`config.mk`:
```
export PLATFORM = sky130hd
export DESIGN_NAME = fma_nan_pick
export DESIGN_NICKNAME = d
export VERILOG_FILES = /design/src/rtl/fma_nan_pick.sv
export SDC_FILE = /design/constraint.sdc
export NUM_CORES = 1
export LEC_CHECK = 0
export BUFFER_PORTS_ARGS = -buffer_cell sky130_fd_sc_hd__buf_2
export CAP_MARGIN = 20
export CORE_AREA = 10 10 47 49
export DETAILED_ROUTE_END_ITERATION = 10
export DIE_AREA = 0 0 57 59
export PLACE_DENSITY = 0.51
export RECOVER_POWER = 100
export SLEW_MARGIN = 20
export SYNTH_ARGS = -nofsm -noshare
export SYNTH_HDL_FRONTEND = slang
export SYNTH_SLANG_ARGS = --single-unit
```
`constraint.sdc`:
```
create_clock -name clk -period 2.3 [get_ports clk]
set_clock_uncertainty 0.1 [all_clocks]
set_input_delay 0.115 -clock clk [delete_from_list [all_inputs] [get_ports clk]]
set_output_delay 0.115 -clock clk [all_outputs]
set_load 0.02 [all_outputs]
```
`src/rtl/fma_nan_pick.sv`:
```
module fma_nan_pick (
  input  logic       clk,
  input  logic       rst_n,
  input  logic       in_valid,
  input  logic [1:0] policy,
  input  logic       snan_inv,
  input  logic       a_qnan,
  input  logic       a_snan,
  input  logic       b_qnan,
  input  logic       b_snan,
  input  logic       c_qnan,
  input  logic       c_snan,
  input  logic       inf_zero,
  output logic       out_valid,
  output logic [1:0] choice,
  output logic       invalid
);

  localparam logic [1:0] PICK_A   = 2'd0;
  localparam logic [1:0] PICK_B   = 2'd1;
  localparam logic [1:0] PICK_C   = 2'd2;
  localparam logic [1:0] PICK_DEF = 2'd3;

  logic a_any, b_any, c_any;
  assign a_any = a_qnan | a_snan;
  assign b_any = b_qnan | b_snan;
  assign c_any = c_qnan | c_snan;

  logic [1:0] order_cab;
  logic [1:0] order_abc;
  logic [1:0] sel_nxt;
  logic       raise_nxt;

  always_comb begin
    if      (c_snan) order_cab = PICK_C;
    else if (a_snan) order_cab = PICK_A;
    else if (b_snan) order_cab = PICK_B;
    else if (c_qnan) order_cab = PICK_C;
    else if (a_qnan) order_cab = PICK_A;
    else             order_cab = PICK_B;
  end

  always_comb begin
    if      (a_snan) order_abc = PICK_A;
    else if (b_snan) order_abc = PICK_B;
    else if (c_snan) order_abc = PICK_C;
    else if (a_qnan) order_abc = PICK_A;
    else if (b_qnan) order_abc = PICK_B;
    else             order_abc = PICK_C;
  end

  always_comb begin
    sel_nxt   = PICK_A;
    raise_nxt = 1'b0;
    unique case (policy)
      2'd0: begin
        if (inf_zero && c_qnan) begin
          sel_nxt   = PICK_DEF;
          raise_nxt = 1'b1;
        end else begin
          sel_nxt = order_cab;
        end
      end
      2'd1: begin
        if (inf_zero) begin
          sel_nxt   = PICK_DEF;
          raise_nxt = 1'b1;
        end else if (snan_inv) begin
          sel_nxt = order_abc;
        end else begin
          sel_nxt = order_cab;
        end
      end
      2'd2: begin
        if (inf_zero) begin
          sel_nxt   = PICK_C;
          raise_nxt = 1'b1;
        end else if (a_any) sel_nxt = PICK_A;
        else if (c_any)     sel_nxt = PICK_C;
        else                sel_nxt = PICK_B;
      end
      default: begin
        if (a_any)      sel_nxt = PICK_A;
        else if (b_any) sel_nxt = PICK_B;
        else            sel_nxt = PICK_C;
      end
    endcase
  end

  always_ff @(posedge clk) begin
    if (!rst_n) begin
      out_valid <= 1'b0;
      choice    <= PICK_A;
      invalid   <= 1'b0;
    end else begin
      out_valid <= in_valid;
      if (in_valid) begin
        choice  <= sel_nxt;
        invalid <= raise_nxt;
      end
    end
  end

  assert_strobe_follows_R1: assert property (@(posedge clk) disable iff (!rst_n)
    in_valid |=> out_valid);

  assert_p0_default_R2: assert property (@(posedge clk) disable iff (!rst_n)
    (in_valid && policy == 2'd0 && inf_zero && c_qnan) |=> (choice == PICK_DEF && invalid));

  assert_p1_infzero_R4: assert property (@(posedge clk) disable iff (!rst_n)
    (in_valid && policy == 2'd1 && inf_zero) |=> (choice == PICK_DEF && invalid));

  assert_p2_infzero_R7: assert property (@(posedge clk) disable iff (!rst_n)
    (in_valid && policy == 2'd2 && inf_zero) |=> (choice == PICK_C && invalid));

  assert_p3_quiet_R9: assert property (@(posedge clk) disable iff (!rst_n)
    (in_valid && policy == 2'd3) |=> (!invalid && choice != PICK_DEF));

  assert_raise_needs_infzero_R10: assert property (@(posedge clk) disable iff (!rst_n)
    (in_valid && !inf_zero) |=> !invalid);

  assert_default_implies_raise_R10: assert property (@(posedge clk) disable iff (!rst_n)
    (out_valid && choice == PICK_DEF) |-> invalid);

endmodule

```
== Word-level counts from Yosys, hierarchy flattened ==
Index checks and enable logic that the tools add are counted.
Word-level totals
  logic and storage cells: 33
  flip-flop bits (word level): 4
Cells by class
  reductions and logical operators: 3
  bitwise operators: 3
  equality and inequality tests: 2
  multiplexer cells: 22
Operators with widths (count)
  2-bit 2-to-1 mux: 17
  2-bit case mux with 3 select lines: 1
  1-bit 2-to-1 mux: 3
  1-bit bitwise OR: 3
  2-bit by 1-bit equality test with 1-bit output, second input constant: 1
  2-bit equality test, second input constant: 1
  2-bit zero test: 1
  1-bit case mux with 2 select lines: 1
  2-bit OR reduction: 1
  1-bit logical AND: 1

== Logic depth before layout (Yosys ltp) ==
Gate-level depths: netlist of run 1.
  word-level depth: 8
  depth in mapped cells: 6
  mapped depth without buffers: 6

== Least setup slack after synthesis of run 1 ==
No wires, ideal clock.
  path type: input -> register
  start: in b_snan
  end: reg choice[0]
  buffers on the path: 0
  data required time: 2.071 ns
  stages: 4
  slack: 1.208 ns
  data arrival time: 0.862 ns
  cells stage by stage: nor2b_1 -> or4_1 -> o311ai_1 -> a31oi_1
On the way
  longest elaborated chain between the ends: 6
  elaborated cells between the ends (all ways): 12
  those cells by class: mux: 11; bitwise: 1
Ends and longest elaborated chain
  start, declared: line 10  | input logic b_snan,
  2-bit 2-to-1 mux: line 37  | else if (b_snan) order_cab = PICK_B;
  2-bit 2-to-1 mux: line 36  | else if (a_snan) order_cab = PICK_A;
  2-bit 2-to-1 mux: line 35  | if (c_snan) order_cab = PICK_C;
  2-bit 2-to-1 mux: line 68  | end else if (snan_inv) begin
  2-bit 2-to-1 mux: line 65  | if (inf_zero) begin
  2-bit case mux with 3 select lines *: line 55  | unique case (policy)
  end signal, assigned: line 98  | choice <= sel_nxt;
  end, declared: line 15  | output logic [1:0] choice,
Mark *: on every way between the ends. The rest lies on a longest branch, timed or not.
A chain may end at the register's enable or synchronous reset.

== Worst setup path in the final report of run 1 ==
  start: in policy[0]
  end: reg choice[1]
On the way
  longest elaborated chain between the ends: 2
  elaborated cells between the ends (all ways): 4
  those cells by class: eq/ne: 2; mux: 1; reduce/logical: 1
Ends and longest elaborated chain
  start, declared: line 5  | input logic [1:0] policy,
  2-bit equality test, or another cell as far along: line 55
  2-bit case mux with 3 select lines *: line 55
Marked as above.

==> results of run 1 <==
## synthesized netlist by cell type
library cell  number  area (sq um)
a211oi_1           1          7.51
o41ai_1            1          8.76
o21a_1             2          15.0
nor3_1             2          10.0
a21oi_1            4          20.0
nor2b_1            2          12.5
nor2_1             5          18.8
nor4b_1            1          8.76
o21ai_0            1          5.00
nand2_1            2          7.51
a21boi_0           1          7.51
or4_1              1          7.51
a2bb2oi_1          1          8.76
o311ai_0           1          8.76
o21ba_2            1          10.0
dfxtp_1            4          80.1
o211ai_1           1          7.51
o22ai_1            1          6.26
a41oi_1            1          8.76
and2_1             1          6.26
ha_1               4          50.1
a31oi_1            4          25.0
a32oi_1            1          8.76
inv_1              4          15.0
o311ai_1           1          8.76
## power by group through the flow
| stage | clock network [uW] | logic [uW] | registers [uW] |
|---|---|---|---|
| floorplan | 0 | 33.0 | 82.5 |
| detailed placement | 0 | 68.0 | 76.8 |
| global placement | 0 | 68.7 | 76.9 |
| finish | 86.5 | 66.2 | 75.9 |
| global route | 100 | 75.0 | 76.3 |
| CTS | 90.6 | 68.2 | 75.8 |
## sequential cells by signal, indices dropped and copies added (netlist names)
name	flops
choice	2
out_valid	1
invalid	1
## layout make-up
| type | count | share of cell area, % |
|---|---|---|
| Clock buffer | 3 | 4.62 |
| Inverter | 4 | 3.08 |
| Multi-Input combinational cell | 40 | 56.9 |
| Sequential cell | 4 | 16.4 |
| Tap cell | 16 | 4.10 |
| Timing Repair Buffer | 16 | 14.9 |
## cell usage in the layout, fill, tap and decap left out
cell	netlist	final
buf_2	0	10
clkbuf_1	0	6
nor2_1	5	5
inv_1	4	4
a21oi_1	4	4
a31oi_1	4	4
ha_1	4	4
dfxtp_1	4	4
clkbuf_4	0	3
o21a_1	2	2
nand2_1	2	2
nor3_1	2	2
nor2b_1	2	2
a211oi_1	1	1
o41ai_1	1	1
a41oi_1	1	1
a32oi_1	1	1
o22ai_1	1	1
o21ai_0	1	1
o21ba_2	1	1
nor4b_1	1	1
or4_1	1	1
o311ai_1	1	1
a21boi_0	1	1
a2bb2oi_1	1	1
o311ai_0	1	1
o211ai_1	1	1
and2_1	1	1
## how the worst max path moves through the flow
stage                     cells after the start                     end  slack (ns)
after floorplan                               4  choice[0]$_SDFFE_PN0P_        1.21
after global placement                        6  choice[1]$_SDFFE_PN0P_        1.00
after detailed placement                      6  choice[1]$_SDFFE_PN0P_        1.02
after CTS                                     6  choice[1]$_SDFFE_PN0P_        1.26
after global routing                          6  choice[1]$_SDFFE_PN0P_        1.09
final                                         6  choice[1]$_SDFFE_PN0P_        1.21
## per-layer routing
metal  vias to the layer above  wire length, microns  part of all wire [%]
met5                         -                     0                     0
met4                         0                    12                   1.1
met1                       183                   570                    53
li1                        229                     -                     -
met2                        13                   439                    41
met3                         2                    57                   5.3
## kinds of logic after synthesis
group / after synthesis / share of synthesized area, %
compound gates: 22 / 41.9
fa+ha+maj: 4 / 13.4
buf+inv: 4 / 4.03
flops: 4 / 21.5
simple gates: 14 / 19.1
## per-stage QoR
step / hold slack (ns) / utilization (%) / cells / instance area (sq um)
3_3_place_gp: 0.266 / 33.8 / 80 / 473
2_1_floorplan: 0.137 / - / 48 / 373
4_1_cts: 0.0149 / 35.4 / 83 / 495
5_1_grt: 0.0319 / 34.8 / 83 / 488
3_5_place_dp: 0.264 / 33.8 / 80 / 473
6_report: 0.0276 / 34.8 / 83 / 488
## critical path, cell delays in order
cell,delay (ns)
clkbuf_1,0.13
inv_1,0.08
ha_1,0.26
a211oi_1,0.25
o41ai_1,0.09
o21a_1,0.19
==> out/summary.txt, run 1 <==
Outcome: finished, final reports clean
Vias/cell: 5.14
GR peak layer: met2
Relative slew slack: 70.6%
H-tree levels: 1
Seq pwr share: 33.2%
Initial DRC count: 4
Grt ovf: 0
Arrival time worst endpoint: 1.11 ns
Yosys Warn Count: 0
Leakage: 0.000203 uW
Max Fanout on Critical Path: 5
Worst Max-Slew Pin Slew: 0.439 ns
Fill cells: 166
#FFs+latches synth: 4
Die Area: 3360 sq um
Wire per inst: 13.0 microns
Ant. Diodes: 0
Clock Tree Root: clkbuf_4
Seq/Total Area, Yosys: 21.5%
Pre-Repair DR Iteration Count: 4
Sink Count: 4
Tcrit/Tclk final: 47.3%
Final setup violation count: 0
Largest vdd supply drop: 0.163 mV
IO Port Bufs: 16
P_sw: 68.7 uW
Routability Congestion: 0.824
Mapped Nets: 65
Setup crit start: policy[0]
Multi-input logic area: 278 sq um
Routed wire length: 1.08 mm
RSZ-0062 raised after global routing: false
Pin count of the biggest net entering global routing: 8
HPWL Detailed: 899 microns
Met2 Use GR: 9.30%
Combinational share of power: 29.0%
Post-CTS sizing: 0
Routed Antenna Nets: 0
First-pass GRT wire length: 1.78 mm
IO Pins: 17
CP Data Required Time: 2.32 ns
Distinct cells, synth: 25
Worst r2r dst: choice[1]$_SDFFE_PN0P_
Post-Route Setup TNS: 0 ns
Clk network pwr share: 37.8%
Switch share: 30.1%
R2R setup slack: 1.48 ns
Layout cells sized above 1: 20.9%
Via count: 427
Cell count after synthesis: 48
Internal power: 160 uW
Post-CTS setup buffer count: 0
Hold Crit Depth: 2
Reg-to-Reg Start: choice[1]$_SDFFE_PN0P_
CTS tree: built
Final net count: 86
Initial antenna violation count: 0
Slew Viols, Final: 0
GRT Util Overall: 6.82%
Worst min path class: in -> reg
Area growth syn-to-layout: 30.9%
Grt met3 use: 3.86%
Clock transition at the registers of the reported paths: 0.04 ns
Chip width: 57 microns
FMAX: 920 MHz
Starting Density: 26.6%
Power Density: 468 nW/um^2
Die Ht: 59 microns
Mapped Area: 373 sq um
Reg2Reg Depth: 3
Sequential cell area: 80.1 sq um
Setup ws final: 1.21 ns
Crit Path Class: in -> reg
Syn_area_per_cell: 7.77 sq um
Final hold violation count: 0
Hold Startpoint: rst_n
Worst Setup Start Kind: input pin
Final min period: 1.09 ns
Clock Tree Buf Depth: 2
Total CTS buffers: 3
Final Power: 228 uW
Clk_lat worst skew: 0.23 ns
Drt drc: 0
Min-Delay Endpoint: out_valid$_SDFF_PN0_
Max Cap Viol: 0
Met1 usage: 7.70%
Number of global-route vias before repair: 410
# hold bufs at CTS: 0
Setup crit end kind: register
DP Worst Slack: 1.02 ns
Core area: 1400 sq um
Row cnt: 14
Note: power is estimated with default switching activity, not from simulation.
==> run 2: changes to the inputs <==
==> constraint.sdc (replaced) <==
create_clock -name clk -period 1.1 [get_ports clk]
set_clock_uncertainty 0.1 [all_clocks]
set_input_delay 0.055 -clock clk [delete_from_list [all_inputs] [get_ports clk]]
set_output_delay 0.055 -clock clk [all_outputs]
set_load 0.02 [all_outputs]
==> run 2 against run 1 <==
Count of clock-buffer cells in the layout is the same. Largest cell class unchanged. Clock power grew 110%. Global-route usage grew 0.37 points. Critical path depth is the same. Largest power group unchanged. Highest routed layer unchanged. Combinational power grew to 2.5 times the previous value.
==> out/summary.txt, run 2 (synthesis results as in run 1) <==
Clock Tree Root: clkbuf_4
Wire per inst: 12.8 microns
Via count: 482
Slew Viols, Final: 0
Layout Cells excl Fill: 93
Initial antenna violation count: 0
Hold Slack: 0.0287 ns
IO Port Bufs: 16
Placed Cells: 89
Final net count: 96
Met3 routed WL: 134 microns
Chip width: 57 microns
Post-Route Setup TNS: 0 ns
Power Density: 892 nW/um^2
Setup ws final: 0.0819 ns
Area growth syn-to-layout: 52.0%
Clk_lat worst skew: 0.23 ns
H-tree levels: 1
CTS tree: built
Seq pwr share: 31.4%
Total CTS buffers: 3
CP Data Required Time: 1.18 ns
Most common cell after layout, fill and taps aside: buf_2
Relative slew slack: 77.2%
Metal2 WL: 515 microns
Pin count of the biggest net entering global routing: 8
Drt drc: 0
Row cnt: 14
Routability Congestion: 0.853
Clk network pwr share: 35.6%
Ant. Diodes: 0
Core area: 1400 sq um
Initial DRC count: 13
Post-CTS sizing: 0
Tcrit/Tclk final: 92.6%
Internal power: 357 uW
Finished Core Util: 40.4%
Vias/cell: 5.18
Arrival time worst endpoint: 1.10 ns
DRT met1 WL: 524 microns
Clock Tree Buf Depth: 2
Largest regs: choice: 2 flops, invalid: 1 flops, out_valid: 1 flops
Die Ht: 59 microns
Final setup violation count: 0
IO Pins: 17
Switch share: 29.4%
Worst min path class: in -> reg
Worst Setup Start Kind: input pin
P_sw: 149 uW
Crit Path Class: in -> reg
Grt ovf: 0
Final min period: 1.02 ns
First-pass GRT wire length: 1.98 mm
Starting Density: 26.6%
GRT Util Overall: 7.19%
Clock transition at the registers of the reported paths: 0.04 ns
Leakage: 0.000254 uW
Number of global-route vias before repair: 487
HPWL Detailed: 988 microns
Uppermost layer routed: met4
FMAX: 982 MHz
Worst Max-Slew Pin Slew: 0.338 ns
Largest Register: choice
Layout cells sized above 1: 31.2%
Setup crit end kind: register
DP Worst Slack: -0.173 ns
Final hold violation count: 0
Max Fanout on Critical Path: 5
Die Area: 3360 sq um
Routed wire length: 1.19 mm
Commonest cells after routing, fill and taps aside: 11 x buf_2, 9 x buf_4, 5 x nor2_1, 5 x clkbuf_1
Sink Count: 4
Combinational share of power: 33.0%
Pre-Repair DR Iteration Count: 4
Max Cap Viol: 0
Largest vdd supply drop: 0.238 mV
RSZ-0062 raised after global routing: false
Routed Antenna Nets: 0
Outcome: finished, final reports clean
Number of flip-flops in the largest register: 2
run 2: area by class of cell:
type | count | area (sq um)
clock buffer | 3 | 22.5
inverter | 4 | 15.0
tap | 16 | 20.0
fill | 157 | 835
multi-input combinational | 40 | 278
sequential | 4 | 80.1
timing repair buffer | 26 | 151
run 2: power by group through the flow:
stage	clock [uW]	sequential [uW]	combinational, uW
CTS	190	159	171
global route	196	160	186
floorplan	0	173	69.1
global placement	0	161	168
finish	180	159	167
detailed placement	0	161	167
run 2: worst paths after layout:
check	start	to	slack [ns]	depth (start not counted)
worst min-delay path	in_valid	out_valid$_SDFF_PN0_	0.03	2
worst max register to register	choice[1]$_SDFFE_PN0P_	choice[1]$_SDFFE_PN0P_	0.26	3
worst max-delay path	policy[1]	choice[1]$_SDFFE_PN0P_	0.08	6
worst min register to register	invalid$_SDFFE_PN0P_	invalid$_SDFFE_PN0P_	0.42	2
run 2: metrics by stage:
step | total power [uW] | cell area, sq um
final | 506 | 567
after global routing | 542 | 567
after CTS | 519 | 573
after detailed placement | 328 | 541
after global placement | 329 | 541
after floorplan | 242 | 373
run 2: what timing repair did:
action,4_1_cts,5_1_grt
setup buffers,0,0
endpoints found under the hold margin,2,0
hold buffers,1,0
run 2: critical path, cell delays in order:
cell and delay [ns]:
buf_2 0.11, inv_1 0.07, ha_1 0.24, a21oi_1 0.10, o41ai_1 0.35, o21a_1 0.17
run 2: metal layers:
layer	global-route usage, %	vias to the layer above
li1	-	246
met1	7.77	211
met2	11.2	23
met3	3.00	2
met4	5.03	0
met5	0	-
